[config.mk]
export PLATFORM = sky130hd
export DESIGN_NAME = pbus_req_master
export DESIGN_NICKNAME = d
export VERILOG_FILES = /design/src/rtl/pbus_pkg.sv /design/src/rtl/pbus_rst_sync.sv /design/src/rtl/pbus_seq_fsm.sv /design/src/rtl/pbus_cmd_regs.sv /design/src/rtl/pbus_sel_decode.sv /design/src/rtl/pbus_rsp_capture.sv /design/src/rtl/pbus_req_master.sv
export SDC_FILE = /design/constraint.sdc
export NUM_CORES = 1
export LEC_CHECK = 0
export BUFFER_PORTS_ARGS = -buffer_cell sky130_fd_sc_hd__buf_4
export CAP_MARGIN = 20
export CELL_PAD_IN_SITES_DETAIL_PLACEMENT = 1
export CELL_PAD_IN_SITES_GLOBAL_PLACEMENT = 1
export CORE_MARGIN = 4
export CORE_UTILIZATION = 30
export DETAILED_ROUTE_END_ITERATION = 7
export PLACE_DENSITY_LB_ADDON = 0.1
export SYNTH_ARGS = -nofsm -noshare
export SYNTH_HDL_FRONTEND = slang
export SYNTH_SLANG_ARGS = --single-unit
[constraint.sdc]
create_clock -name clk -period 5.35 [get_ports clk]
set_clock_uncertainty 0.1 [all_clocks]
set_input_delay 1.605 -clock clk [delete_from_list [all_inputs] [get_ports clk]]
set_output_delay 1.605 -clock clk [all_outputs]
set_load 0.01 [all_outputs]
[src/rtl/pbus_pkg.sv]
package pbus_pkg;

  typedef enum logic [1:0] {
    ST_IDLE   = 2'd0,
    ST_SETUP  = 2'd1,
    ST_ACCESS = 2'd2
  } xfer_state_e;

endpackage

[src/rtl/pbus_rst_sync.sv]
module pbus_rst_sync #(
  parameter int STAGES = 2
) (
  input  logic clk,
  input  logic rst_n,
  output logic rst_sync_n
);

  logic [STAGES-1:0] chain_q;

  always_ff @(posedge clk or negedge rst_n) begin
    if (!rst_n) begin
      chain_q <= '0;
    end else begin
      chain_q <= {chain_q[STAGES-2:0], 1'b1};
    end
  end

  assign rst_sync_n = chain_q[STAGES-1];

endmodule

[src/rtl/pbus_seq_fsm.sv]
module pbus_seq_fsm
  import pbus_pkg::*;
(
  input  logic clk,
  input  logic rst_n,
  input  logic cmd_valid,
  output logic cmd_ready,
  output logic load_cmd,
  output logic in_setup,
  output logic in_access
);

  xfer_state_e state_q;
  xfer_state_e state_d;

  assign cmd_ready = rst_n && (state_q != ST_SETUP);
  assign load_cmd  = cmd_valid && cmd_ready;
  assign in_setup  = (state_q == ST_SETUP);
  assign in_access = (state_q == ST_ACCESS);

  always_comb begin
    state_d = state_q;
    unique case (state_q)
      ST_IDLE:   if (load_cmd) state_d = ST_SETUP;
      ST_SETUP:  state_d = ST_ACCESS;
      ST_ACCESS: state_d = load_cmd ? ST_SETUP : ST_IDLE;
      default:   state_d = ST_IDLE;
    endcase
  end

  always_ff @(posedge clk or negedge rst_n) begin
    if (!rst_n) begin
      state_q <= ST_IDLE;
    end else begin
      state_q <= state_d;
    end
  end

  AST_SETUP_THEN_ACCESS: assert property (@(posedge clk) disable iff (!rst_n)
    in_setup |=> in_access);
  AST_NO_TAKE_IN_SETUP: assert property (@(posedge clk) disable iff (!rst_n)
    in_setup |-> !load_cmd);

endmodule

[src/rtl/pbus_cmd_regs.sv]
module pbus_cmd_regs #(
  parameter int ADDR_W = 32,
  parameter int DATA_W = 32,
  parameter int SLV_W  = 2
) (
  input  logic              clk,
  input  logic              rst_n,
  input  logic              load_cmd,
  input  logic [ADDR_W-1:0] cmd_addr,
  input  logic              cmd_write,
  input  logic [DATA_W-1:0] cmd_wdata,
  input  logic [SLV_W-1:0]  cmd_slave,
  output logic [ADDR_W-1:0] addr_q,
  output logic              write_q,
  output logic [DATA_W-1:0] wdata_q,
  output logic [SLV_W-1:0]  slave_q
);

  logic [ADDR_W-1:0] addr_d;
  logic              write_d;
  logic [DATA_W-1:0] wdata_d;
  logic [SLV_W-1:0]  slave_d;

  always_comb begin
    addr_d  = addr_q;
    write_d = write_q;
    wdata_d = wdata_q;
    slave_d = slave_q;
    if (load_cmd) begin
      addr_d  = cmd_addr;
      write_d = cmd_write;
      wdata_d = cmd_wdata;
      slave_d = cmd_slave;
    end
  end

  always_ff @(posedge clk or negedge rst_n) begin
    if (!rst_n) begin
      addr_q  <= '0;
      write_q <= 1'b0;
      wdata_q <= '0;
      slave_q <= '0;
    end else begin
      addr_q  <= addr_d;
      write_q <= write_d;
      wdata_q <= wdata_d;
      slave_q <= slave_d;
    end
  end

endmodule

[src/rtl/pbus_sel_decode.sv]
module pbus_sel_decode #(
  parameter int N_SLAVES = 4,
  parameter int SLV_W    = 2
) (
  input  logic                clk,
  input  logic                rst_n,
  input  logic                active,
  input  logic [SLV_W-1:0]    slave_idx,
  output logic [N_SLAVES-1:0] sel
);

  for (genvar g = 0; g < N_SLAVES; g++) begin : g_sel
    assign sel[g] = active && (slave_idx == SLV_W'(g));
  end

  AST_SEL_AT_MOST_ONE: assert property (@(posedge clk) disable iff (!rst_n)
    $onehot0(sel));

endmodule

[src/rtl/pbus_rsp_capture.sv]
module pbus_rsp_capture #(
  parameter int DATA_W = 32
) (
  input  logic              clk,
  input  logic              rst_n,
  input  logic              in_access,
  input  logic              write_q,
  input  logic [DATA_W-1:0] bus_rdata,
  output logic              rsp_valid,
  output logic [DATA_W-1:0] rsp_rdata
);

  logic              done_d;
  logic              take_rd;
  logic [DATA_W-1:0] rdata_d;

  assign take_rd = in_access && !write_q;

  always_comb begin
    done_d  = in_access;
    rdata_d = rsp_rdata;
    if (take_rd) begin
      rdata_d = bus_rdata;
    end
  end

  always_ff @(posedge clk or negedge rst_n) begin
    if (!rst_n) begin
      rsp_valid <= 1'b0;
      rsp_rdata <= '0;
    end else begin
      rsp_valid <= done_d;
      rsp_rdata <= rdata_d;
    end
  end

  AST_PULSE_SINGLE: assert property (@(posedge clk) disable iff (!rst_n)
    rsp_valid |=> !rsp_valid);

endmodule

[src/rtl/pbus_req_master.sv]
module pbus_req_master #(
  parameter int ADDR_W   = 32,
  parameter int DATA_W   = 32,
  parameter int N_SLAVES = 4,
  localparam int SLV_W   = (N_SLAVES > 1) ? $clog2(N_SLAVES) : 1
) (
  input  logic                clk,
  input  logic                rst_n,
  input  logic                cmd_valid,
  output logic                cmd_ready,
  input  logic [ADDR_W-1:0]   cmd_addr,
  input  logic                cmd_write,
  input  logic [DATA_W-1:0]   cmd_wdata,
  input  logic [SLV_W-1:0]    cmd_slave,
  output logic [N_SLAVES-1:0] bus_sel,
  output logic                bus_enable,
  output logic                bus_write,
  output logic [ADDR_W-1:0]   bus_addr,
  output logic [DATA_W-1:0]   bus_wdata,
  input  logic [DATA_W-1:0]   bus_rdata,
  output logic                rsp_valid,
  output logic [DATA_W-1:0]   rsp_rdata
);

  logic             rst_sync_n;
  logic             load_cmd;
  logic             in_setup;
  logic             in_access;
  logic [SLV_W-1:0] slave_q;

  pbus_rst_sync #(.STAGES(2)) u_rst (
    .clk        (clk),
    .rst_n      (rst_n),
    .rst_sync_n (rst_sync_n)
  );

  pbus_seq_fsm u_fsm (
    .clk       (clk),
    .rst_n     (rst_sync_n),
    .cmd_valid (cmd_valid),
    .cmd_ready (cmd_ready),
    .load_cmd  (load_cmd),
    .in_setup  (in_setup),
    .in_access (in_access)
  );

  pbus_cmd_regs #(.ADDR_W(ADDR_W), .DATA_W(DATA_W), .SLV_W(SLV_W)) u_regs (
    .clk       (clk),
    .rst_n     (rst_sync_n),
    .load_cmd  (load_cmd),
    .cmd_addr  (cmd_addr),
    .cmd_write (cmd_write),
    .cmd_wdata (cmd_wdata),
    .cmd_slave (cmd_slave),
    .addr_q    (bus_addr),
    .write_q   (bus_write),
    .wdata_q   (bus_wdata),
    .slave_q   (slave_q)
  );

  pbus_sel_decode #(.N_SLAVES(N_SLAVES), .SLV_W(SLV_W)) u_dec (
    .clk       (clk),
    .rst_n     (rst_sync_n),
    .active    (in_setup || in_access),
    .slave_idx (slave_q),
    .sel       (bus_sel)
  );

  pbus_rsp_capture #(.DATA_W(DATA_W)) u_rsp (
    .clk       (clk),
    .rst_n     (rst_sync_n),
    .in_access (in_access),
    .write_q   (bus_write),
    .bus_rdata (bus_rdata),
    .rsp_valid (rsp_valid),
    .rsp_rdata (rsp_rdata)
  );

  assign bus_enable = in_access;

  AST_ENABLE_ONE_CYCLE: assert property (@(posedge clk) disable iff (!rst_sync_n)
    bus_enable |=> !bus_enable);
  AST_ENABLE_AFTER_SETUP: assert property (@(posedge clk) disable iff (!rst_sync_n)
    bus_enable |-> ($past(|bus_sel) && !$past(bus_enable)));
  AST_SEL_IN_ACCESS: assert property (@(posedge clk) disable iff (!rst_sync_n)
    bus_enable |-> (|bus_sel));
  AST_ACCESS_HOLDS: assert property (@(posedge clk) disable iff (!rst_sync_n)
    bus_enable |-> ($stable(bus_sel) && $stable(bus_addr) &&
                    $stable(bus_write) && $stable(bus_wdata)));
  AST_RSP_AFTER_ACCESS: assert property (@(posedge clk) disable iff (!rst_sync_n)
    rsp_valid |-> $past(bus_enable));
  AST_READY_NOT_IN_SETUP: assert property (@(posedge clk) disable iff (!rst_sync_n)
    ((|bus_sel) && !bus_enable) |-> !cmd_ready);

endmodule

==> results of run 1 <==
-- critical path: cells and delay by family, from the launching register on --
kind | cells | cell delay (ps)
buf+inv | 1 | 130
simple gates | 1 | 210
flops | 1 | 880
-- layout by cell type, fill, tap and decap left out, drive strengths merged, types with 2 or more instances in the layout --
master	count
dfrtp	104
buf	208
inv	2
clkbuf	16
nand2	2
mux2	99
nor2b	3
ha	4
-- metal layers --
layer	vias up	wire length [µm]
met1	1320	3900
li1	1226	-
met4	0	150
met3	10	1130
met2	121	4930
met5	-	0
-- where the power goes --
group	switching (W)	internal [W]
Sequential	0.000190	0.00114
Combinational	0.000513	0.000795
Clock	0.000272	0.000343
Total	0.000975	0.00227
-- cells by family after synthesis --
| kind of cell | count (synthesis) | synth area share |
|---|---|---|
| buf+inv | 13 | 0.0207 |
| fa+ha+maj | 4 | 0.0125 |
| mux | 100 | 0.291 |
| other cells | 1 | 0.000940 |
| simple gates | 10 | 0.0182 |
| flops | 104 | 0.652 |
| compound gates | 2 | 0.00408 |
-- flip-flops by register name (all words and copies together), names as in the netlist --
name and count:
u_rsp.rsp_valid 1, u_fsm.state_q 2, u_regs.addr_q 32, u_regs.slave_q 2, u_rst.chain_q 2, u_regs.write_q 1
u_rsp.rsp_rdata 32, u_regs.wdata_q 32
-- through the flow --
stage	power, W	utilization
after global placement	0.00265	0.444
after floorplan	0.00194	-
after detailed placement	0.00268	0.444
after CTS	0.00332	0.465
after global routing	0.00346	0.467
final	0.00325	0.467
-- cell type report --
type | instances | area (µm²)
tap | 172 | 215
fill | 1329 | 6840
multi-input combinational | 117 | 1310
sequential | 104 | 2610
timing repair buffer | 208 | 1580
clock buffer | 16 | 272
inverter | 2 | 7.51
-- final timing paths --
kind | from | endpoint | slack (ps) | cells past startpoint
max | u_rst.chain_q[1] | cmd_ready | 2060 | 2
min | u_rst.chain_q[0] | u_rst.chain_q[1] | 250 | 0
max reg2reg | u_rst.chain_q[1] | u_regs.wdata_q[27] | 3130 | 3
min reg2reg | u_rst.chain_q[0] | u_rst.chain_q[1] | 250 | 0
max in group asynchronous | u_rst.chain_q[1] | u_regs.wdata_q[11] | 3760 | 1
min in group asynchronous | u_rst.chain_q[1] | u_regs.addr_q[8] | 280 | 0
==> impl_metrics.py, run 1 <==
metrics = {
    "timing": {
        "hold_viol": 0,
        "slew_headroom": 0.534,
        "slew_violations": 0,
        "worst_pin_slew_ps": 699,
        "fmaxAchievable_ghz": 0.304,
        "setup_violations": 0,
        "period_share": 0.614,
        "holdWs_ps": 252,
        "finalCriticalPeriod_ps": 3290,
        "rsz0062_at_grt": "no",
        "finalWorstSetupSlack_ps": 2060,
        "fin_setup_tns_ps": 0,
    },
    "clocking": {
        "cts_htree_levels": 3,
        "cts.sinks": 104,
        "cts_tree": "built",
        "ctsRootBufferMaster": "clkbuf_16",
        "cts_max_path_buffers": 2,
        "cts_inserted_buffers": 9,
        "cts_hold_buf": 0,
        "post_cts_resized": 0,
        "cts_setup_buffers": 0,
        "clock_latency_ps": 340,
        "cts.clk_slew.worst_paths_ps": 70,
    },
    "route": {
        "vias_per_cell": 4.32,
        "finalWirelength_mm": 10.1,
        "vias": 2677,
        "drtIter0Drc": 94,
        "drc": 0,
        "first_pass_iters": 4,
        "wl_per_cell_um": 16.3,
        "ant_nets": 0,
    },
    "worst_setup_path": {
        "critPathMaxStageDelay_ps": 880,
        "worstPathRequired_ps": 3650,
        "crit_path_cell_trace": "nor2b_1 -> buf_4",
        "worst_ep_arrival_time_ps": 1580,
        "path_class": "flop to output pin",
        "cp_slowest_cell": "dfrtp_4",
        "worst-path-max-fanout": 53,
        "start_kind": "flop",
        "crit_path_end_kind": "output pin",
    },
    "layout": {
        "layout-drive-gt1-share": 0.716,
        "final_cells": 619,
        "antennaDiodeCount": 0,
        "area_growth_pct": 50.1,
        "nNetsFinal": 548,
        "post-route-cell-area_mm2": 0.00599,
    },
    "placement": {
        "gp_congestion": 0.713,
        "placed_cells": 602,
        "portBuffers": 205,
        "dpl.hpwl_mm": 7.51,
        "dpl_cell_area_mm2": 0.00569,
        "dpl_worst_slack_ps": 1940,
    },
    "synthesis": {
        "async_flop_share": 1.00,
        "synth_top_flop_cell": "dfrtp_1",
        "synth_edf_count": 0,
        "synth_common_cells": "dfrtp_1, mux2_2, mux2_4",
        "synth_most_common_cell": "dfrtp_1",
        "synth_cell_types": 21,
        "synth_cells": 234,
        "netlist.area_leader.share": 0.652,
        "synth_warnings": 0,
        "synth.ff_latch_count": 104,
        "netlist_area_mm2": 0.00399,
        "synth_area_leaders": "dfrtp_1, mux2_2, mux2_4",
        "ys_seq_area_frac": 0.652,
        "syn_avg_cell_area_um2": 17.1,
        "yosysTopAreaCell": "dfrtp_1",
        "synthesis.nets": 340,
    },
    "global_routing": {
        "antenna_found_initial": 0,
        "overflow": 0,
        "grt_use_total": 0.132,
        "grt_max_degree": 70,
        "grt_pass1_vias": 2922,
        "top_usage_layer": "met2",
        "gr-usage-met2": 0.215,
        "grt_pass1_wl_mm": 15.1,
        "use_met1": 0.150,
        "grt_util_met3": 0.0595,
    },
    "floorplan": {
        "num_io_pins": 206,
        "die_w_um": 123,
        "core_mm2": 0.0128,
        "die_area_mm2": 0.0152,
        "initial_utilization": 0.311,
        "row_count": 41,
        "chipHeight_um": 123,
    },
    "status": {
        "status": "completed",
    },
    "flow_run": {
        "maxCapViolations": 0,
    },
    "pwr": {
        "cellLeakagePower_nw": 2.90,
        "ir_worst_vdd_v": 0.000171,
        "pwr_density_cell_mw_per_mm2": 542,
    },
    "worst_hold_path": {
        "hp-class": "flop to flop",
    },
}
Note: power is estimated with default switching activity, not from simulation.
==> run 2: changes to the inputs <==
Settings changed: ABC_AREA set to 1, CORE_UTILIZATION 30 to 29.
Clock period 5.35 ns to 2.69 ns, I/O delays scaled along.
==> run 2 against run 1 <==
Against the previous run:
- non-clock buffer count is 5 higher
- worst setup slack got worse by 1800 ps
- global-route usage up 3.1 points
- hold slack lost 120 ps
- first-iteration DRC count up 54%
- critical endpoint is now bus_sel[3]
- largest power group unchanged
==> impl_metrics.py, run 2 <==
metrics = {
    "floorplan": {
        "core_mm2": 0.0135,
        "die_w_um": 126,
        "initial_utilization": 0.301,
        "row_count": 42,
        "die_area_mm2": 0.0159,
        "num_io_pins": 206,
        "chipHeight_um": 126,
    },
    "status": {
        "status": "completed",
    },
    "worst_hold_path": {
        "hp-class": "input pin to asynchronous set/reset pin",
    },
    "layout": {
        "area_growth_pct": 49.1,
        "largestRegisters": "u_regs.addr_q: 32 flops, u_regs.wdata_q: 32 flops, u_rsp.rsp_rdata: 32 flops",
        "final_cell_mix": "nand2_1, buf_4, dfrtp_1",
        "antennaDiodeCount": 0,
        "final_cells": 835,
        "nNetsFinal": 761,
        "layout-drive-gt1-share": 0.346,
        "final_common_cell": "nand2_1",
        "fillers": 1586,
    },
    "worst_setup_path": {
        "r2r_end": "u_rsp.rsp_rdata[4]",
        "worstPathRequired_ps": 1780,
        "rr_worst_depth": 7,
        "crit_start": "u_fsm.state_q[0]",
        "crit_path_end_kind": "output pin",
        "path_class": "flop to output pin",
        "r2r-start": "u_fsm.state_q[0]",
        "worst_ep_arrival_time_ps": 1490,
        "crit_end": "bus_sel[3]",
        "worst-path-max-fanout": 4,
        "reg2reg_slack_ps": 840,
        "start_kind": "flop",
    },
    "timing": {
        "worst_pin_slew_ps": 699,
        "slew_headroom": 0.534,
        "setup_violations": 0,
        "rsz0062_at_grt": "no",
        "finalCriticalPeriod_ps": 2400,
        "period_share": 0.892,
        "slew_violations": 0,
        "hold_viol": 0,
        "holdWs_ps": 129,
        "fin_setup_tns_ps": 0,
        "fmaxAchievable_ghz": 0.417,
    },
    "synthesis": {
        "netlist.area_leader.share": 0.643,
        "synth_cell_types": 16,
        "synth.ff_latch_count": 104,
        "ys_seq_area_frac": 0.643,
        "synth_warnings": 0,
        "synth_common_cells": "nand2_1, dfrtp_1, nand3_1",
        "netlist_area_mm2": 0.00405,
        "synth_top_flop_cell": "dfrtp_1",
        "yosysTopAreaCell": "dfrtp_1",
        "async_flop_share": 1.00,
        "synth_cells": 455,
        "synth_area_leaders": "dfrtp_1, nand2_1, nand3_1",
        "synthesis.nets": 561,
        "synth_edf_count": 0,
        "synth_most_common_cell": "nand2_1",
        "syn_avg_cell_area_um2": 8.90,
    },
    "clocking": {
        "cts.sinks": 104,
        "cts_max_path_buffers": 2,
        "cts_setup_buffers": 0,
        "cts_htree_levels": 3,
        "cts.clk_slew.worst_paths_ps": 70,
        "cts_hold_buf": 0,
        "cts_inserted_buffers": 9,
        "clock_latency_ps": 340,
        "cts_tree": "built",
        "post_cts_resized": 0,
        "ctsRootBufferMaster": "clkbuf_16",
    },
    "global_routing": {
        "grt_pass1_wl_mm": 20.7,
        "grt_max_degree": 58,
        "grt_pass1_vias": 4029,
        "grt_use_total": 0.163,
        "antenna_found_initial": 0,
        "overflow": 0,
    },
    "route": {
        "vias": 3706,
        "finalWirelength_mm": 12.8,
        "drc": 0,
        "vias_per_cell": 4.44,
        "first_pass_iters": 4,
        "ant_nets": 0,
        "wl_per_cell_um": 15.3,
        "drtIter0Drc": 145,
    },
    "placement": {
        "placed_cells": 820,
        "gp_congestion": 0.750,
        "dpl.hpwl_mm": 9.34,
        "portBuffers": 205,
    },
    "pwr": {
        "ir_worst_vdd_v": 0.000373,
        "pwr_density_cell_mw_per_mm2": 1050,
        "cellLeakagePower_nw": 3.40,
        "p_total_w": 0.00637,
    },
    "flow_run": {
        "maxCapViolations": 0,
    },
}
## run 2: cell count changes after synthesis, moves of 6 or more
cell      change
clkbuf_1     +10
inv_1         +6
mux2_2       -87
mux2_4       -10
nand2_1     +268
nand3_1      +34
## run 2: worst min-delay path by stage
stage | start | endpoint | depth (start not counted)
5_1_grt | rst_n | u_rst.chain_q[0] | 1
6_report | rst_n | u_rst.chain_q[0] | 1
3_3_place_gp | u_rst.chain_q[0] | u_rst.chain_q[1] | 0
3_5_place_dp | u_rst.chain_q[0] | u_rst.chain_q[1] | 0
4_1_cts | rst_n | u_rst.chain_q[0] | 1
2_1_floorplan | u_rst.chain_q[0] | u_rst.chain_q[1] | 0
## run 2: kinds of logic (layout without fill, tap and decap cells)
| logic type | count (synthesis) | count (layout) | share of synthesized area |
|---|---|---|---|
| adder cells (fa/ha/maj) | 4 | 4 | 0.0124 |
| buffers and inverters | 33 | 237 | 0.0392 |
| flip-flops | 104 | 104 | 0.643 |
| other | 1 | 1 | 0.000926 |
| AND/OR/NAND/NOR | 313 | 313 | 0.305 |
## run 2: power breakdown
| part | internal [W] | leakage [nW] | switching [W] |
|---|---|---|---|
| Combinational | 0.00121 | 1.99 | 0.00131 |
| Sequential | 0.00221 | 1.29 | 0.000375 |
| Clock | 0.000719 | 0.131 | 0.000549 |
## run 2: worst max-delay path: stages (launching register included)
cell and delay (ps):
dfrtp_1 410, inv_1 80, ha_1 290, inv_1 70
nor3_1 150, buf_4 150
## run 2: routing by layer
| metal | up-vias | GRT usage | part of all wire |
|---|---|---|---|
| li1 | 1783 | - | - |
| met1 | 1776 | 0.192 | 0.41 |
| met2 | 134 | 0.268 | 0.48 |
| met3 | 13 | 0.0635 | 0.092 |
| met4 | 0 | 0.0618 | 0.018 |
| met5 | - | 0 | 0 |
## run 2: stage by stage
step | setup slack (ps) | utilization | cell area [µm²]
5_1_grt | 152 | 0.449 | 6040
2_1_floorplan | 355 | - | 4050
3_5_place_dp | 642 | 0.428 | 5760
3_3_place_gp | 665 | 0.428 | 5760
6_report | 290 | 0.449 | 6040
4_1_cts | 250 | 0.449 | 6040
## run 2: layout make-up
class	instances	area, µm²	share of cell area
flip-flops and latches	104	2610	0.432
repair buffers	213	1610	0.267
multi-input cells	318	1290	0.214
clock buffers	14	244	0.0404
well taps	176	220	0.0365
inverters	9	33.8	0.00559
clock inverters	1	30.0	0.00497
==> run 3: changes to the inputs <==
Settings changed: CORE_ASPECT_RATIO set to 1.2.
==> run 3 against run 2 <==
Against the previous run:
- total power grew 1.1%
- hold slack gained 7.0 ps
- critical path depth is the same
- largest cell class unchanged
- largest power group unchanged
==> impl_metrics.py, run 3 (same netlist as run 2, synthesis figures left out) <==
metrics = {
    "status": {
        "status": "completed",
    },
    "placement": {
        "placed_cells": 816,
        "portBuffers": 205,
        "dpl_cell_area_mm2": 0.00578,
        "dpl_worst_slack_ps": 635,
        "dpl.hpwl_mm": 9.31,
        "gp_congestion": 0.723,
    },
    "route": {
        "wl_per_cell_um": 15.2,
        "vias_per_cell": 4.37,
        "drc": 0,
        "vias": 3638,
        "drtIter0Drc": 110,
        "ant_nets": 0,
        "finalWirelength_mm": 12.6,
        "first_pass_iters": 4,
    },
    "worst_setup_path": {
        "worstPathRequired_ps": 1780,
        "crit_path_end_kind": "output pin",
        "path_class": "flop to output pin",
        "worst_ep_arrival_time_ps": 1490,
        "start_kind": "flop",
        "worst-path-max-fanout": 4,
    },
    "layout": {
        "final_cells": 832,
        "nNetsFinal": 762,
        "post-route-cell-area_mm2": 0.00609,
        "final_cell_mix": "nand2_1, buf_4, dfrtp_1",
        "final_common_cell": "nand2_1",
        "antennaDiodeCount": 0,
        "largestRegisters": "u_regs.addr_q: 32 flops, u_regs.wdata_q: 32 flops, u_rsp.rsp_rdata: 32 flops",
        "area_growth_pct": 50.3,
        "layout-drive-gt1-share": 0.354,
    },
    "clocking": {
        "cts_max_path_buffers": 2,
        "clock_latency_ps": 340,
        "cts.sinks": 104,
        "post_cts_resized": 0,
        "cts_setup_buffers": 0,
        "cts_htree_levels": 3,
        "cts_tree": "built",
        "ctsRootBufferMaster": "clkbuf_16",
        "cts_inserted_buffers": 9,
        "cts_hold_buf": 0,
        "cts.clk_slew.worst_paths_ps": 70,
    },
    "timing": {
        "finalCriticalPeriod_ps": 2400,
        "period_share": 0.892,
        "worst_pin_slew_ps": 928,
        "setup_violations": 0,
        "rsz0062_at_grt": "no",
        "slew_violations": 0,
        "hold_viol": 0,
        "fin_setup_tns_ps": 0,
        "slew_headroom": 0.381,
        "finalWorstSetupSlack_ps": 290,
        "holdWs_ps": 137,
        "fmaxAchievable_ghz": 0.417,
    },
    "pwr": {
        "ir_worst_vdd_v": 0.000389,
        "pwr_density_cell_mw_per_mm2": 1060,
        "cellLeakagePower_nw": 3.42,
    },
    "global_routing": {
        "grt_use_total": 0.159,
        "use_met1": 0.189,
        "grt_pass1_vias": 3970,
        "gr-usage-met2": 0.278,
        "antenna_found_initial": 0,
        "overflow": 0,
        "top_usage_layer": "met2",
        "grt_pass1_wl_mm": 19.9,
        "grt_util_met3": 0.0444,
        "grt_max_degree": 72,
    },
    "floorplan": {
        "die_w_um": 116,
        "initial_utilization": 0.294,
        "num_io_pins": 206,
        "chipHeight_um": 137,
        "core_mm2": 0.0138,
        "row_count": 47,
        "die_area_mm2": 0.0159,
    },
    "flow_run": {
        "maxCapViolations": 0,
    },
    "worst_hold_path": {
        "hp-class": "input pin to asynchronous set/reset pin",
    },
}
## run 3: worst paths after layout
| check | from | endpoint | slack [ps] | depth (start not counted) |
|---|---|---|---|---|
| worst max-delay path | u_fsm.state_q[1] | bus_sel[2] | 290 | 5 |
| worst min-delay path | rst_n | u_rst.chain_q[0] | 140 | 1 |
| worst max register to register | u_fsm.state_q[0] | u_rsp.rsp_rdata[7] | 900 | 7 |
| worst min register to register | u_rst.chain_q[0] | u_rst.chain_q[1] | 250 | 0 |
| max in group asynchronous | u_rst.chain_q[1] | u_rsp.rsp_rdata[4] | 940 | 2 |
| min in group clk | u_rst.chain_q[0] | u_rst.chain_q[1] | 250 | 0 |
## run 3: through the flow
step,power [W],util
after global routing,0.00694,0.442
after global placement,0.00511,0.420
final,0.00644,0.442
after detailed placement,0.00519,0.420
after floorplan,0.00369,-
after CTS,0.00658,0.442
## run 3: layout make-up
class | count | area, µm²
Clock buffer | 12 | 256
Clock inverter | 4 | 52.6
Fill cell | 1607 | 7670
Inverter | 9 | 33.8
Multi-Input combinational cell | 318 | 1290
Sequential cell | 104 | 2610
Tap cell | 171 | 214
Timing Repair Buffer | 214 | 1630
## run 3: power by group
part / internal [W] / switching (W) / leakage, nW
Combinational: 0.00122 / 0.00128 / 2.00
Sequential: 0.00221 / 0.000379 / 1.29
Clock: 0.000774 / 0.000583 / 0.141
Total: 0.00420 / 0.00224 / 3.42
## run 3: worst max-delay path, cell delays in order, from the launching register on
cell     delay (ps)
dfrtp_1         400
inv_1            80
ha_1            300
inv_1            80
nor3_1          150
buf_4           150
## run 3: per-layer routing
metal	up-vias	wire, µm
li1	1786	-
met1	1722	4860
met2	119	6500
met3	11	1090
met4	0	177
met5	-	0
